==> src/rtl/interlock_pkg.sv <==
package interlock_pkg;

  parameter int REG_IDX_W = 5;

  typedef struct packed {
    logic                 valid;
    logic [REG_IDX_W-1:0] dst;
    logic [REG_IDX_W-1:0] src_a;
    logic [REG_IDX_W-1:0] src_b;
    logic                 use_a;
    logic                 use_b;
    logic                 reg_wr;
    logic                 mem_wr;
  } dec_uop_t;

  typedef struct packed {
    logic                 valid;
    logic [REG_IDX_W-1:0] dst;
    logic                 reg_wr;
    logic                 mem_wr;
  } ctl_t;

  localparam dec_uop_t DEC_EMPTY = '0;
  localparam ctl_t     CTL_EMPTY = '0;

endpackage

==> src/rtl/interlock_hazard.sv <==
module interlock_hazard
  import interlock_pkg::*;
(
  input  logic                 clk,
  input  logic                 rst_n,
  input  dec_uop_t             d_uop,
  input  logic [REG_IDX_W-1:0] x_dst,
  input  logic                 x_reg_wr,
  input  logic [REG_IDX_W-1:0] m_dst,
  input  logic                 m_reg_wr,
  output logic                 hazard
);

  localparam int NUM_SRC = 2;

  logic [NUM_SRC-1:0] src_hit;

  for (genvar s = 0; s < NUM_SRC; s++) begin : g_src
    logic [REG_IDX_W-1:0] num;
    logic                 live;
    assign num  = (s == 0) ? d_uop.src_a : d_uop.src_b;
    assign live = d_uop.valid && ((s == 0) ? d_uop.use_a : d_uop.use_b) && (num != '0);
    assign src_hit[s] = live && ((x_reg_wr && (x_dst == num)) ||
                                 (m_reg_wr && (m_dst == num)));
  end

  assign hazard = |src_hit;

  // older instructions without register write can never hold Decode
  assert_nowrite_nostall_R4: assert property (@(posedge clk) disable iff (!rst_n)
    (!x_reg_wr && !m_reg_wr) |-> !hazard);

  // an instruction that reads only register 0 is never held
  assert_zero_reg_nostall_R5: assert property (@(posedge clk) disable iff (!rst_n)
    ((!d_uop.use_a || d_uop.src_a == '0) && (!d_uop.use_b || d_uop.src_b == '0)) |-> !hazard);

endmodule

==> src/rtl/interlock_stages.sv <==
module interlock_stages
  import interlock_pkg::*;
#(
  parameter int PC_W = 8
) (
  input  logic                 clk,
  input  logic                 rst_n,
  input  dec_uop_t             fetch_uop,
  input  logic                 stall,
  output logic [PC_W-1:0]      pc_q,
  output logic                 pc_we,
  output logic                 d_we,
  output dec_uop_t             d_q,
  output ctl_t                 x_q,
  output ctl_t                 m_q,
  output logic                 w_valid_q,
  output logic [REG_IDX_W-1:0] w_dst_q,
  output logic                 w_reg_wr_q
);

  logic [PC_W-1:0] pc_n;
  ctl_t            x_n;

  assign pc_we = !stall;
  assign d_we  = !stall;

  always_comb begin
    pc_n = pc_q + PC_W'(1);
    if (stall) begin
      x_n = CTL_EMPTY;
    end else begin
      x_n.valid  = d_q.valid;
      x_n.dst    = d_q.dst;
      x_n.reg_wr = d_q.reg_wr;
      x_n.mem_wr = d_q.mem_wr;
    end
  end

  always_ff @(posedge clk or negedge rst_n) begin
    if (!rst_n) begin
      pc_q       <= '0;
      d_q        <= DEC_EMPTY;
      x_q        <= CTL_EMPTY;
      m_q        <= CTL_EMPTY;
      w_valid_q  <= 1'b0;
      w_dst_q    <= '0;
      w_reg_wr_q <= 1'b0;
    end else begin
      if (pc_we) pc_q <= pc_n;
      if (d_we)  d_q  <= fetch_uop;
      x_q        <= x_n;
      m_q        <= x_q;
      w_valid_q  <= m_q.valid;
      w_dst_q    <= m_q.dst;
      w_reg_wr_q <= m_q.reg_wr;
    end
  end

  // a held cycle leaves PC and Decode untouched
  assert_stall_holds_R7: assert property (@(posedge clk) disable iff (!rst_n)
    stall |=> ($stable(pc_q) && $stable(d_q)));

  // a held cycle sends an empty, write-free slot into Execute
  assert_bubble_clean_R8: assert property (@(posedge clk) disable iff (!rst_n)
    stall |=> (!x_q.valid && !x_q.reg_wr && !x_q.mem_wr));

  // a free cycle steps the PC by one
  assert_pc_step_R10: assert property (@(posedge clk) disable iff (!rst_n)
    !stall |=> (pc_q == $past(pc_q) + PC_W'(1)));

endmodule

==> src/rtl/interlock_counters.sv <==
module interlock_counters #(
  parameter int CNT_W = 16
) (
  input  logic             clk,
  input  logic             rst_n,
  input  logic             retire,
  output logic [CNT_W-1:0] cycle_q,
  output logic [CNT_W-1:0] retire_q
);

  logic [CNT_W-1:0] cycle_n;
  logic [CNT_W-1:0] retire_n;

  always_comb begin
    cycle_n  = cycle_q + CNT_W'(1);
    retire_n = retire_q + CNT_W'(1);
  end

  always_ff @(posedge clk or negedge rst_n) begin
    if (!rst_n) begin
      cycle_q  <= '0;
      retire_q <= '0;
    end else begin
      cycle_q <= cycle_n;
      if (retire) retire_q <= retire_n;
    end
  end

  // cycle count steps every cycle
  assert_cycle_step_R11: assert property (@(posedge clk) disable iff (!rst_n)
    rst_n |=> (cycle_q == $past(cycle_q) + CNT_W'(1)));

  // retire count moves only with a valid Writeback slot
  assert_retire_gate_R11: assert property (@(posedge clk) disable iff (!rst_n)
    !retire |=> $stable(retire_q));

endmodule

==> src/rtl/interlock_ctrl.sv <==
module interlock_ctrl
  import interlock_pkg::*;
#(
  parameter int PC_W  = 8,
  parameter int CNT_W = 16
) (
  input  logic                 clk,
  input  logic                 rst_n,
  input  logic                 fetch_valid,
  input  logic [REG_IDX_W-1:0] fetch_dst,
  input  logic [REG_IDX_W-1:0] fetch_src_a,
  input  logic [REG_IDX_W-1:0] fetch_src_b,
  input  logic                 fetch_use_a,
  input  logic                 fetch_use_b,
  input  logic                 fetch_reg_wr,
  input  logic                 fetch_mem_wr,
  output logic [PC_W-1:0]      pc,
  output logic                 pc_we,
  output logic                 d_we,
  output logic                 x_bubble,
  output logic                 x_valid,
  output logic [REG_IDX_W-1:0] x_dst,
  output logic                 x_reg_wr,
  output logic                 x_mem_wr,
  output logic                 m_mem_wr,
  output logic                 w_reg_wr,
  output logic [REG_IDX_W-1:0] w_dst,
  output logic [CNT_W-1:0]     cycle_count,
  output logic [CNT_W-1:0]     retire_count
);

  dec_uop_t fetch_uop;
  dec_uop_t d_q;
  ctl_t     x_q;
  ctl_t     m_q;
  logic     hazard;
  logic     w_valid;

  always_comb begin
    fetch_uop.valid  = fetch_valid;
    fetch_uop.dst    = fetch_dst;
    fetch_uop.src_a  = fetch_src_a;
    fetch_uop.src_b  = fetch_src_b;
    fetch_uop.use_a  = fetch_use_a;
    fetch_uop.use_b  = fetch_use_b;
    fetch_uop.reg_wr = fetch_reg_wr;
    fetch_uop.mem_wr = fetch_mem_wr;
  end

  interlock_hazard u_hazard (
    .clk      (clk),
    .rst_n    (rst_n),
    .d_uop    (d_q),
    .x_dst    (x_q.dst),
    .x_reg_wr (x_q.reg_wr),
    .m_dst    (m_q.dst),
    .m_reg_wr (m_q.reg_wr),
    .hazard   (hazard)
  );

  interlock_stages #(.PC_W(PC_W)) u_stages (
    .clk        (clk),
    .rst_n      (rst_n),
    .fetch_uop  (fetch_uop),
    .stall      (hazard),
    .pc_q       (pc),
    .pc_we      (pc_we),
    .d_we       (d_we),
    .d_q        (d_q),
    .x_q        (x_q),
    .m_q        (m_q),
    .w_valid_q  (w_valid),
    .w_dst_q    (w_dst),
    .w_reg_wr_q (w_reg_wr)
  );

  interlock_counters #(.CNT_W(CNT_W)) u_counters (
    .clk      (clk),
    .rst_n    (rst_n),
    .retire   (w_valid),
    .cycle_q  (cycle_count),
    .retire_q (retire_count)
  );

  assign x_bubble = hazard;
  assign x_valid  = x_q.valid;
  assign x_dst    = x_q.dst;
  assign x_reg_wr = x_q.reg_wr;
  assign x_mem_wr = x_q.mem_wr;
  assign m_mem_wr = m_q.mem_wr;

  // a producer leaves Memory within two held cycles
  assert_stall_run_max2_R9: assert property (@(posedge clk) disable iff (!rst_n)
    (hazard && $past(hazard)) |=> !hazard);

endmodule

==> config.mk <==
export PLATFORM = sky130hd
export DESIGN_NAME = interlock_ctrl
export DESIGN_NICKNAME = d
export VERILOG_FILES = /design/src/rtl/interlock_pkg.sv /design/src/rtl/interlock_hazard.sv /design/src/rtl/interlock_stages.sv /design/src/rtl/interlock_counters.sv /design/src/rtl/interlock_ctrl.sv
export SDC_FILE = /design/constraint.sdc
export NUM_CORES = 1
export LEC_CHECK = 0
export ABC_AREA = 1
export BUFFER_PORTS_ARGS = -buffer_cell sky130_fd_sc_hd__buf_2
export CAP_MARGIN = 20
export CORE_UTILIZATION = 54
export CTS_CLUSTER_DIAMETER = 40
export DETAILED_ROUTE_END_ITERATION = 7
export MAX_ROUTING_LAYER = met4
export PLACE_DENSITY = 0.91
export SYNTH_ARGS = -nofsm -noshare
export SYNTH_HDL_FRONTEND = slang
export SYNTH_SLANG_ARGS = --single-unit
==> constraint.sdc <==
create_clock -name clk -period 2 [get_ports clk]
set_clock_uncertainty 0.1 [all_clocks]
set_input_delay 0 -clock clk [delete_from_list [all_inputs] [get_ports clk]]
set_output_delay 0 -clock clk [all_outputs]
set_load 0.1 [all_outputs]
# Yosys cells after proc, flatten, opt, wreduce, memory -nomap -nowiden
# Cells that the tools add are included.
# word_totals
register_bits,83
input_bits,22
out_inout_bits,58
wordCells,46
# op_classes
n_addsub,3
n_eq_ne,4
muxes,1
n_reduce_logical,16
# op_table
cell,count
"16-bit by 1-bit adder with 16-bit output, second input constant",2
5-bit equality test,4
1-bit logical AND,10
5-bit nonzero test,2
"8-bit by 1-bit adder with 8-bit output, second input constant",1
8-bit 2-to-1 mux,1
1-bit logical OR,2
2-bit OR reduction,1
1-bit zero test,1

# Longest topological paths before layout
# Gate-level depths: netlist (run 1).
# depth
word_depth,6
ltp_mapped,11
ltp_nobuf,10

# By module
# A second synthesis (run 1) with hierarchy kept.
# hier_totals
cells_unflattened,443
hier_area_um2,3749.8
# modules_own_cells
module,instances,cells_each,area_per_inst_um2,seq_area_each_um2
interlock_stages,1,157,1745.4,1276.2
interlock_counters,1,179,1586.5,800.8
interlock_hazard,1,107,417.9,0.0

# Worst setup path after synthesis (run 1)
# Ideal clock, no wire load.
# synth_path
kind,register to output
from,register u_stages.x_q[4] (netlist name)
to,output pc_we
arrival_time_ns,2.672
required_time_ns,1.900
setup_slack_ns,-0.772
path_stages_with_launch,10
n_path_buf,1
cell_sequence,dfrtp_1 -> inv_1 -> o21ai_1 -> nor2_1 -> nand3_1 -> nand2_1 -> nand2_4 -> nand2_8 -> inv_1 -> buf_4
# synth_via
elab_chain_cells,6
word_cells_on_any_way,10
classes_between,eq/ne (2); reduce/logical (8)
# synth_rtl
element,line,text
5-bit equality test,interlock_hazard.sv:23,assign src_hit[s] = live && ((x_reg_wr && (x_dst == num)) ||
1-bit logical AND,interlock_hazard.sv:23,
1-bit logical OR,interlock_hazard.sv:23,
1-bit logical AND,interlock_hazard.sv:23,
2-bit OR reduction (*),interlock_hazard.sv:27,assign hazard = |src_hit;
1-bit zero test (*),--,
to (decl),interlock_ctrl.sv:18,"output logic pc_we,"
# Every way passes the cells marked *; elsewhere a longest branch is shown, timed or not.

# Final worst setup path (run 1)
# layout_path
from,register u_stages.x_q[2] (netlist name)
to,output d_we
# layout_via
elab_chain_cells,6
word_cells_on_any_way,10
classes_between,eq/ne (2); reduce/logical (8)
# layout_rtl
element,line,text
5-bit equality test,interlock_hazard.sv:23,
1-bit logical AND,interlock_hazard.sv:23,
1-bit logical OR,interlock_hazard.sv:23,
1-bit logical AND,interlock_hazard.sv:23,
2-bit OR reduction (*),interlock_hazard.sv:27,
1-bit zero test (*),interlock_stages.sv:25,assign d_we = !stall;
to (decl),interlock_ctrl.sv:19,"output logic d_we,"
# Marks and branches as above.

==> results.sh, run 1 <==
export IMPL_outcome="finished with violations"
export IMPL_failing_checks="design-rule violations"
export IMPL_die_w_um=84.28
export IMPL_gr_total_overflow=0
export IMPL_final_setup_viol_count=0
export IMPL_crit_required_ns=1.90
export IMPL_first_global_vias=3175
export IMPL_antenna_cells_inserted=0
export IMPL_end_kind="primary output"
export IMPL_finalHoldViolations=0
export IMPL_synthesis_area_mm2=0.003656
export IMPL_post_syn_instances=412
export IMPL_worst_endpoint_arrival_ns=1.79
export IMPL_irDropWorstVdd_uv=959.3
export IMPL_layout_common_cells="sky130_fd_sc_hd__nand2_1 (134), sky130_fd_sc_hd__buf_2 (75), sky130_fd_sc_hd__dfrtp_1 (59)"
export IMPL_mappedNetlistNets=437
export IMPL_clkSinkCount=83
export IMPL_r2r_slack_ns=0.18
export IMPL_initial_utilization_pct=56.61
export IMPL_layout_cells_non_filler=611
export IMPL_detail_route_first_pass_iterations=6
export IMPL_dr_total_vias=3106
export IMPL_maxSlewViolCount=0
export IMPL_worstSetupStartpointType="flip-flop"
export IMPL_yosysSeqAreaShare_pct=56.81
export IMPL_tritoncts="done"
export IMPL_fp_coreArea_mm2=0.006459
export IMPL_worst_hold_path_type="in2async"
export IMPL_final_fill_count=463
export IMPL_dp_worst_setup_slack_ns=0.2522
export IMPL_place_port_buffers=79
export IMPL_synth_seq_cells=83
export IMPL_critPathMostFrequentCell="sky130_fd_sc_hd__nand2_1"
export IMPL_worst_hold_slack_ns=0.03520
export IMPL_cts_buffers=9
export IMPL_grt_max_degree=33
export IMPL_global_route_wire_length_before_repair_um=14440
export IMPL_clock_latency_ns=0.35
export IMPL_grt_use_total_pct=27.23
export IMPL_cts_max_path_buffers=2
export IMPL_ys_warnings_count=0
export IMPL_period_share_pct=94.28
export IMPL_hpwlAfterDp_um=5378
export IMPL_post_route_drc_count=12
export IMPL_syn_to_final_growth_pct=30.25
export IMPL_place_inst=564
export IMPL_avgSynthCellArea_um2=8.874
export IMPL_layout_min_cycle_time_ns=1.886
export IMPL_route_final_wire_length_um=8669
export IMPL_pin_slew_with_the_least_headroom_to_its_limit_ns=0.5858
export IMPL_drive_gt1_share_pct=29.21
export IMPL_fmax_ghz=0.5303
export IMPL_drt_initial_drc_count=207
export IMPL_critical_path_peak_fanout=4
export IMPL_die_h_um=84.28
export IMPL_layout_setup_ws_ns=0.1143
export IMPL_clk_pin_slew_worst_paths_ns=0.09
export IMPL_synthDominantCellAreaShare_pct=56.81
export IMPL_synthTopCellsByArea="sky130_fd_sc_hd__dfrtp_1 (57%), sky130_fd_sc_hd__nand2_1 (14%), sky130_fd_sc_hd__nand3_1 (6.0%)"
export IMPL_synth_cell_type_count=20
export IMPL_pwr_density_cell_mw_per_mm2=1171
export IMPL_die_area_mm2=0.007103
export IMPL_max_cap_violations=0
export IMPL_h_tree_depth_reported_by_cts=3
export IMPL_critPathSlowestCell="sky130_fd_sc_hd__dfrtp_4"
export IMPL_grt_antenna_before_repair=0
export IMPL_yosys_area_top_type="sky130_fd_sc_hd__dfrtp_1"
export IMPL_detail_route_antenna_nets=0
export IMPL_power_leakage_nw=2.562
export IMPL_placement_rows=29
export IMPL_i_o_pin_cnt=80
export IMPL_cts_root_buf="sky130_fd_sc_hd__clkbuf_8"
export IMPL_headroom_to_the_max_slew_limit_pct=60.58
export IMPL_viasPerCell=5.083
export IMPL_max_incr_delay_on_cp_ns=0.50
export IMPL_crit_path_cell_trace="nand2_1 -> nand2_1 -> nor2_1 -> nand3_1 -> nand2_2 -> nand2_4 -> nand2_8 -> clkinvlp_4 -> buf_12"
export IMPL_worst_setup_path_type="reg2out"
export IMPL_routabilityCongestion=0.9731
export IMPL_design_final_nets=555
export IMPL_wl_per_cell_um=14.19
export IMPL_most_common_cell_after_layout_fill_and_taps_aside="sky130_fd_sc_hd__nand2_1"
power breakdown:
group / switching [mW] / leakage, nW / internal, mW
logic: 1.68 / 1.46 / 0.432
clock network: 0.586 / 0.102 / 0.698
registers: 0.261 / 0.997 / 1.92
total: 2.52 / 2.56 / 3.05
stage by stage:
stage | power (mW) | cell area (µm²) | util [%] | TNS, ns
final | 5.575 | 4762 | 73.73 | 0
after global routing | 5.800 | 4762 | 73.73 | -0.01090
after CTS | 5.547 | 4687 | 72.57 | 0
after detailed placement | 4.233 | 4223 | 65.38 | 0
after global placement | 4.177 | 4223 | 65.38 | 0
after floorplan | 3.847 | 3715 | - | -0.2064
final cells by class:
cell class                      instances  area (µm²)  area share [%]
Sequential cell                        83        2122           44.56
Multi-Input combinational cell        279        1395           29.30
Timing Repair Buffer                  114       770.7           16.18
Inverter                               43       165.2           3.468
Clock buffer                            9       123.9           2.601
Tap cell                               77       96.34           2.023
Clock inverter                          6       88.84           1.865
synth_stat cells:
library cell and instances:
sky130_fd_sc_hd__dfrtp_1 83, sky130_fd_sc_hd__buf_4 1, sky130_fd_sc_hd__nand2_4 2, sky130_fd_sc_hd__o21ai_1 1, sky130_fd_sc_hd__xnor2_1 14, sky130_fd_sc_hd__nor3_1 4, sky130_fd_sc_hd__inv_2 2, sky130_fd_sc_hd__nor3_2 2
sky130_fd_sc_hd__nand2_1 138, sky130_fd_sc_hd__nor4_1 1, sky130_fd_sc_hd__buf_2 4, sky130_fd_sc_hd__o21ai_0 1, sky130_fd_sc_hd__inv_1 41, sky130_fd_sc_hd__nor2_1 44, sky130_fd_sc_hd__nand3_1 44, sky130_fd_sc_hd__buf_6 3
sky130_fd_sc_hd__ha_1 3, sky130_fd_sc_hd__xor2_1 20, sky130_fd_sc_hd__nand2_8 1, sky130_fd_sc_hd__nand4_1 3
worst max-delay path: cells and delay by family (launching register included):
kind | cells | cell delay (ns)
buffers and inverters | 2 | 0.32
AND/OR/NAND/NOR | 7 | 0.61
flip-flops | 1 | 0.50
worst paths after layout:
path | start | end | depth (start not counted)
min in group clk | u_stages.m_q[7] | u_stages.w_valid_q | 0
max in group asynchronous | rst_n | u_counters.cycle_q[3] | 3
max | u_stages.x_q[2] | d_we | 9
min reg2reg | u_stages.m_q[7] | u_stages.w_valid_q | 0
min | rst_n | u_counters.retire_q[4] | 2
max reg2reg | u_stages.x_q[2] | u_stages.d_q[5] | 11
flip-flops by register name (all words and copies together), names as in the netlist:
| signal | count |
|---|---|
| u_counters.retire_q | 16 |
| u_counters.cycle_q | 16 |
| u_stages.d_q | 20 |
| u_stages.w_valid_q | 1 |
| u_stages.m_q | 8 |
| u_stages.w_dst_q | 5 |
| u_stages.x_q | 8 |
| u_stages.pc_q | 8 |
| u_stages.w_reg_wr_q | 1 |
cells by family (layout without fill, tap and decap cells):
group	after synthesis	count (layout)	share of synthesized area, %
XOR/XNOR	34	34	8.145
AND/OR/NAND/NOR	239	240	27.65
AO/OA/AOI/OAI	2	2	0.2735
adder cells (fa/ha/maj)	3	3	1.027
flip-flops	83	83	56.81
buffers and inverters	51	172	6.092
per-layer routing:
layer | part of all wire, % | global-route usage [%] | vias up
met5 | 0 | - | -
met4 | 2.9 | 12.70 | 0
met3 | 5.7 | 4.916 | 26
met2 | 50 | 46.35 | 119
met1 | 41 | 31.41 | 1463
li1 | - | - | 1498
repair_timing:
item | 4_1_cts | 5_1_grt
gates cloned | 1 | 0
hold buffers | 21 | 0
setup buffers | 4 | 6
endpoints found under the hold margin | 103 | 0
setup endpoints to repair | 2 | 3
resized for setup | 0 | 13
pin swaps | 1 | 11
Power figures use the tool's default switching activity.
==> run 2, diff against run 1 <==
--- a/config.mk
+++ b/config.mk
@@ -5,11 +5,12 @@
 export SDC_FILE = /design/constraint.sdc
 export NUM_CORES = 1
 export LEC_CHECK = 0
-export ABC_AREA = 1
 export BUFFER_PORTS_ARGS = -buffer_cell sky130_fd_sc_hd__buf_2
 export CAP_MARGIN = 20
-export CORE_UTILIZATION = 54
+export CORE_ASPECT_RATIO = 2
+export CORE_UTILIZATION = 53
 export CTS_CLUSTER_DIAMETER = 40
+export CTS_CLUSTER_SIZE = 28
 export DETAILED_ROUTE_END_ITERATION = 7
 export MAX_ROUTING_LAYER = met4
 export PLACE_DENSITY = 0.91
==> run 2 against run 1 <==
Against the previous run: the run ends with design-rule violations, negative setup slack left; clock power grew 27%; worst hold slack gained 0.022 ns; worst setup slack worse by 0.40 ns; global-route usage down 0.17 points.
==> results.sh, run 2 <==
export IMPL_outcome="finished with violations"
export IMPL_failing_checks="design-rule violations, negative setup slack"
export IMPL_share_of_synthesized_flip_flops_with_an_asynchronous_set_or_reset_pct=100.0
export IMPL_fmax_ghz=0.4383
export IMPL_rsz0062_at_grt="yes"
export IMPL_die_w_um=57.89
export IMPL_routabilityCongestion=0.7852
export IMPL_final_fill_count=334
export IMPL_synth_commonest_cells="sky130_fd_sc_hd__dfrtp_1 (83), sky130_fd_sc_hd__xnor2_1 (47), sky130_fd_sc_hd__mux2_2 (21)"
export IMPL_critPathSlowestCell="sky130_fd_sc_hd__dfrtp_1"
export IMPL_most_common_cell_after_layout_fill_and_taps_aside="sky130_fd_sc_hd__buf_2"
export IMPL_yosysSeqAreaShare_pct=62.74
export IMPL_grt_antenna_before_repair=0
export IMPL_r2r_slack_ns=-0.27
export IMPL_i_o_pin_cnt=80
export IMPL_fin_area_mm2=0.004798
export IMPL_largest_reg_flops=20
export IMPL_synthesis_area_mm2=0.003311
export IMPL_critical_path_top_delay_family="compound AO/OA/AOI/OAI gates"
export IMPL_hpwlAfterDp_um=4715
export IMPL_fp_coreArea_mm2=0.006006
export IMPL_die_area_mm2=0.006586
export IMPL_synthDominantCellAreaShare_pct=62.74
export IMPL_cts_max_path_buffers=2
export IMPL_worst_endpoint_arrival_ns=2.18
export IMPL_synth_main_ff_cell="sky130_fd_sc_hd__dfrtp_1"
export IMPL_largest_registers="u_stages.d_q x20, u_counters.cycle_q x16, u_counters.retire_q x16"
export IMPL_clkSinkCount=83
export IMPL_cts_buffers=9
export IMPL_cts_root_buf="sky130_fd_sc_hd__clkbuf_16"
export IMPL_placement_rows=40
export IMPL_post_syn_instances=247
export IMPL_antenna_cells_inserted=0
export IMPL_avgSynthCellArea_um2=13.40
export IMPL_grt_use_total_pct=27.06
export IMPL_critical_path_peak_fanout=5
export IMPL_detail_route_first_pass_iterations=6
export IMPL_synth_cell_type_count=22
export IMPL_multiInputGateArea_mm2=0.001320
export IMPL_period_share_pct=114.1
export IMPL_final_setup_viol_count=35
export IMPL_layout_common_cells="sky130_fd_sc_hd__buf_2 (75), sky130_fd_sc_hd__dfrtp_1 (62), sky130_fd_sc_hd__xnor2_1 (43)"
export IMPL_place_area_mm2=0.003970
export IMPL_crit_required_ns=1.90
export IMPL_initial_utilization_pct=55.12
export IMPL_synth_seq_cells=83
export IMPL_clk_pin_slew_worst_paths_ns=0.06
export IMPL_critical_path_reg2reg_startpoint="u_stages.d_q[10]"
export IMPL_crit_path_cell_trace="or3_1 -> o311a_1 -> a22oi_2 -> buf_12 -> buf_12 -> buf_6 -> buf_12"
export IMPL_worst_setup_path_type="reg2out"
export IMPL_pin_slew_with_the_least_headroom_to_its_limit_ns=0.5316
export IMPL_place_port_buffers=79
export IMPL_timing_critical_path_buf_inv=4
export IMPL_detail_route_antenna_nets=0
export IMPL_wl_per_cell_um=17.84
export IMPL_synthMostInstantiatedCell="sky130_fd_sc_hd__dfrtp_1"
export IMPL_tritoncts="done"
export IMPL_post_route_drc_count=4
export IMPL_mappedNetlistNets=272
export IMPL_route_final_wire_length_um=7973
export IMPL_worst_hold_path_type="in2async"
export IMPL_finalHoldViolations=0
export IMPL_register_area_mm2=0.002118
export IMPL_headroom_to_the_max_slew_limit_pct=64.80
export IMPL_gr_total_overflow=0
export IMPL_maxSlewViolCount=0
export IMPL_viasPerCell=5.434
export IMPL_first_global_vias=2602
export IMPL_r2r_worst_path_cells=8
export IMPL_irDropWorstVdd_uv=2133
export IMPL_power_leakage_nw=2.305
export IMPL_layout_setup_ws_ns=-0.2814
export IMPL_drt_initial_drc_count=97
export IMPL_end_kind="primary output"
export IMPL_synth_edff_count=0
export IMPL_dr_total_vias=2429
export IMPL_critical_path_reg2reg_endpoint="u_stages.d_q[9]"
export IMPL_clock_latency_ns=0.33
export IMPL_critPathMostFrequentCell="sky130_fd_sc_hd__buf_12"
export IMPL_drive_gt1_share_pct=45.83
export IMPL_dp_worst_setup_slack_ns=-0.09084
export IMPL_layout_min_cycle_time_ns=2.281
export IMPL_global_route_wire_length_before_repair_um=12630
export IMPL_h_tree_depth_reported_by_cts=3
export IMPL_largest_register="u_stages.d_q"
export IMPL_yosys_area_top_type="sky130_fd_sc_hd__dfrtp_1"
export IMPL_critical_path_cell_count=7
export IMPL_worstSetupStartpointType="flip-flop"
export IMPL_die_h_um=113.8
export IMPL_syn_to_final_growth_pct=44.94
export IMPL_pwr_density_cell_mw_per_mm2=1218
export IMPL_ys_warnings_count=0
export IMPL_max_cap_violations=0
export IMPL_grt_max_degree=40
export IMPL_totalPowerFinal_mw=5.846
export IMPL_max_incr_delay_on_cp_ns=0.39
export IMPL_synthTopCellsByArea="sky130_fd_sc_hd__dfrtp_1 (63%), sky130_fd_sc_hd__xnor2_1 (12%), sky130_fd_sc_hd__mux2_2 (7.1%)"
export IMPL_design_final_nets=404
==> run 2: cell count changes in the layout (fill, tap and decap cells not counted), sizes merged, moves of 3 or more <==
cell | previous run | this run
nor3 | 6 | 2
nand4 | 3 | 13
mux2 | 0 | 21
nand3 | 44 | 13
nand2 | 142 | 14
and3 | 0 | 7
or3 | 0 | 3
buf | 93 | 105
clkbuf | 9 | 14
xnor2 | 14 | 47
nor2 | 44 | 6
and2 | 0 | 10
xor2 | 20 | 9
inv | 43 | 3
==> run 2: layer usage <==
| layer | vias up | routed length, µm | track usage (%) |
|---|---|---|---|
| li1 | 1099 | - | - |
| met3 | 30 | 266 | 5.669 |
| met5 | - | 0 | - |
| met1 | 1220 | 2909 | 28.00 |
| met2 | 80 | 4454 | 45.67 |
| met4 | 0 | 342 | 16.51 |
==> run 2: cell type report <==
type	count	share of cell area [%]
Sequential cell	83	44.15
Multi-Input combinational cell	155	27.51
Timing Repair Buffer	126	20.08
Clock buffer	14	5.502
Tap cell	63	1.643
Clock inverter	2	0.7301
Inverter	4	0.3911
==> run 2: cell families (layout without fill, tap and decap cells) <==
kind of cell,after synthesis,after routing,share of synthesized area (%)
and+or+nand+nor,70,70,11.15
muxes,21,21,7.143
xor gates and xnor gates,56,56,14.81
buffers and inverters,9,146,1.663
DFF,83,83,62.74
adders and majority gates,3,3,1.134
AOI/OAI and AO/OA,5,5,1.360
==> run 2: how the worst max path moves through the flow <==
stage                     startpoint  slack (ns)          endpoint
floorplan           u_stages.d_q[10]       -0.13          x_bubble
global placement    u_stages.d_q[10]       -0.03  u_stages.d_q[18]
detailed placement  u_stages.d_q[10]       -0.09   u_stages.d_q[1]
CTS                 u_stages.d_q[10]       -0.31          x_bubble
global route         u_stages.d_q[9]       -0.33              d_we
finish              u_stages.d_q[10]       -0.28              d_we
==> run 2: repair_timing <==
item                                    4_1_cts  5_1_grt
pin swaps                                     2        3
cloned                                        3        0
endpoints found under the setup margin       29       39
buffers inserted                             11        4
hold endpoints to repair                    103        0
hold buffers                                 21        0
gates resized for setup                      31       11
==> run 2: worst register-to-register path: stages, from the launching register on <==
cell	delay [ns]
sky130_fd_sc_hd__dfrtp_1	0.39
sky130_fd_sc_hd__or3_1	0.37
sky130_fd_sc_hd__o311a_1	0.31
sky130_fd_sc_hd__a22oi_2	0.25
sky130_fd_sc_hd__buf_12	0.16
sky130_fd_sc_hd__buf_12	0.11
sky130_fd_sc_hd__buf_4	0.10
sky130_fd_sc_hd__buf_6	0.08
sky130_fd_sc_hd__mux2_4	0.28
==> run 2: report_power, final <==
part           internal, mW  switching (mW)
combinational         0.478            1.57
clock                  1.03           0.597
sequential             1.92           0.239
==> run 2: through the flow <==
| stage | hold slack [ns] | instances | utilization, % | TNS [ns] |
|---|---|---|---|---|
| 2_1_floorplan | -0.3956 | 247 | - | -0.7624 |
| 3_3_place_gp | -0.1326 | 395 | 66.10 | -0.5335 |
| 3_5_place_dp | -0.1300 | 395 | 66.10 | -1.546 |
| 4_1_cts | 0.06659 | 446 | 79.35 | -6.349 |
| 5_1_grt | 0.1037 | 447 | 79.90 | -7.209 |
| 6_report | 0.05679 | 447 | 79.90 | -5.496 |
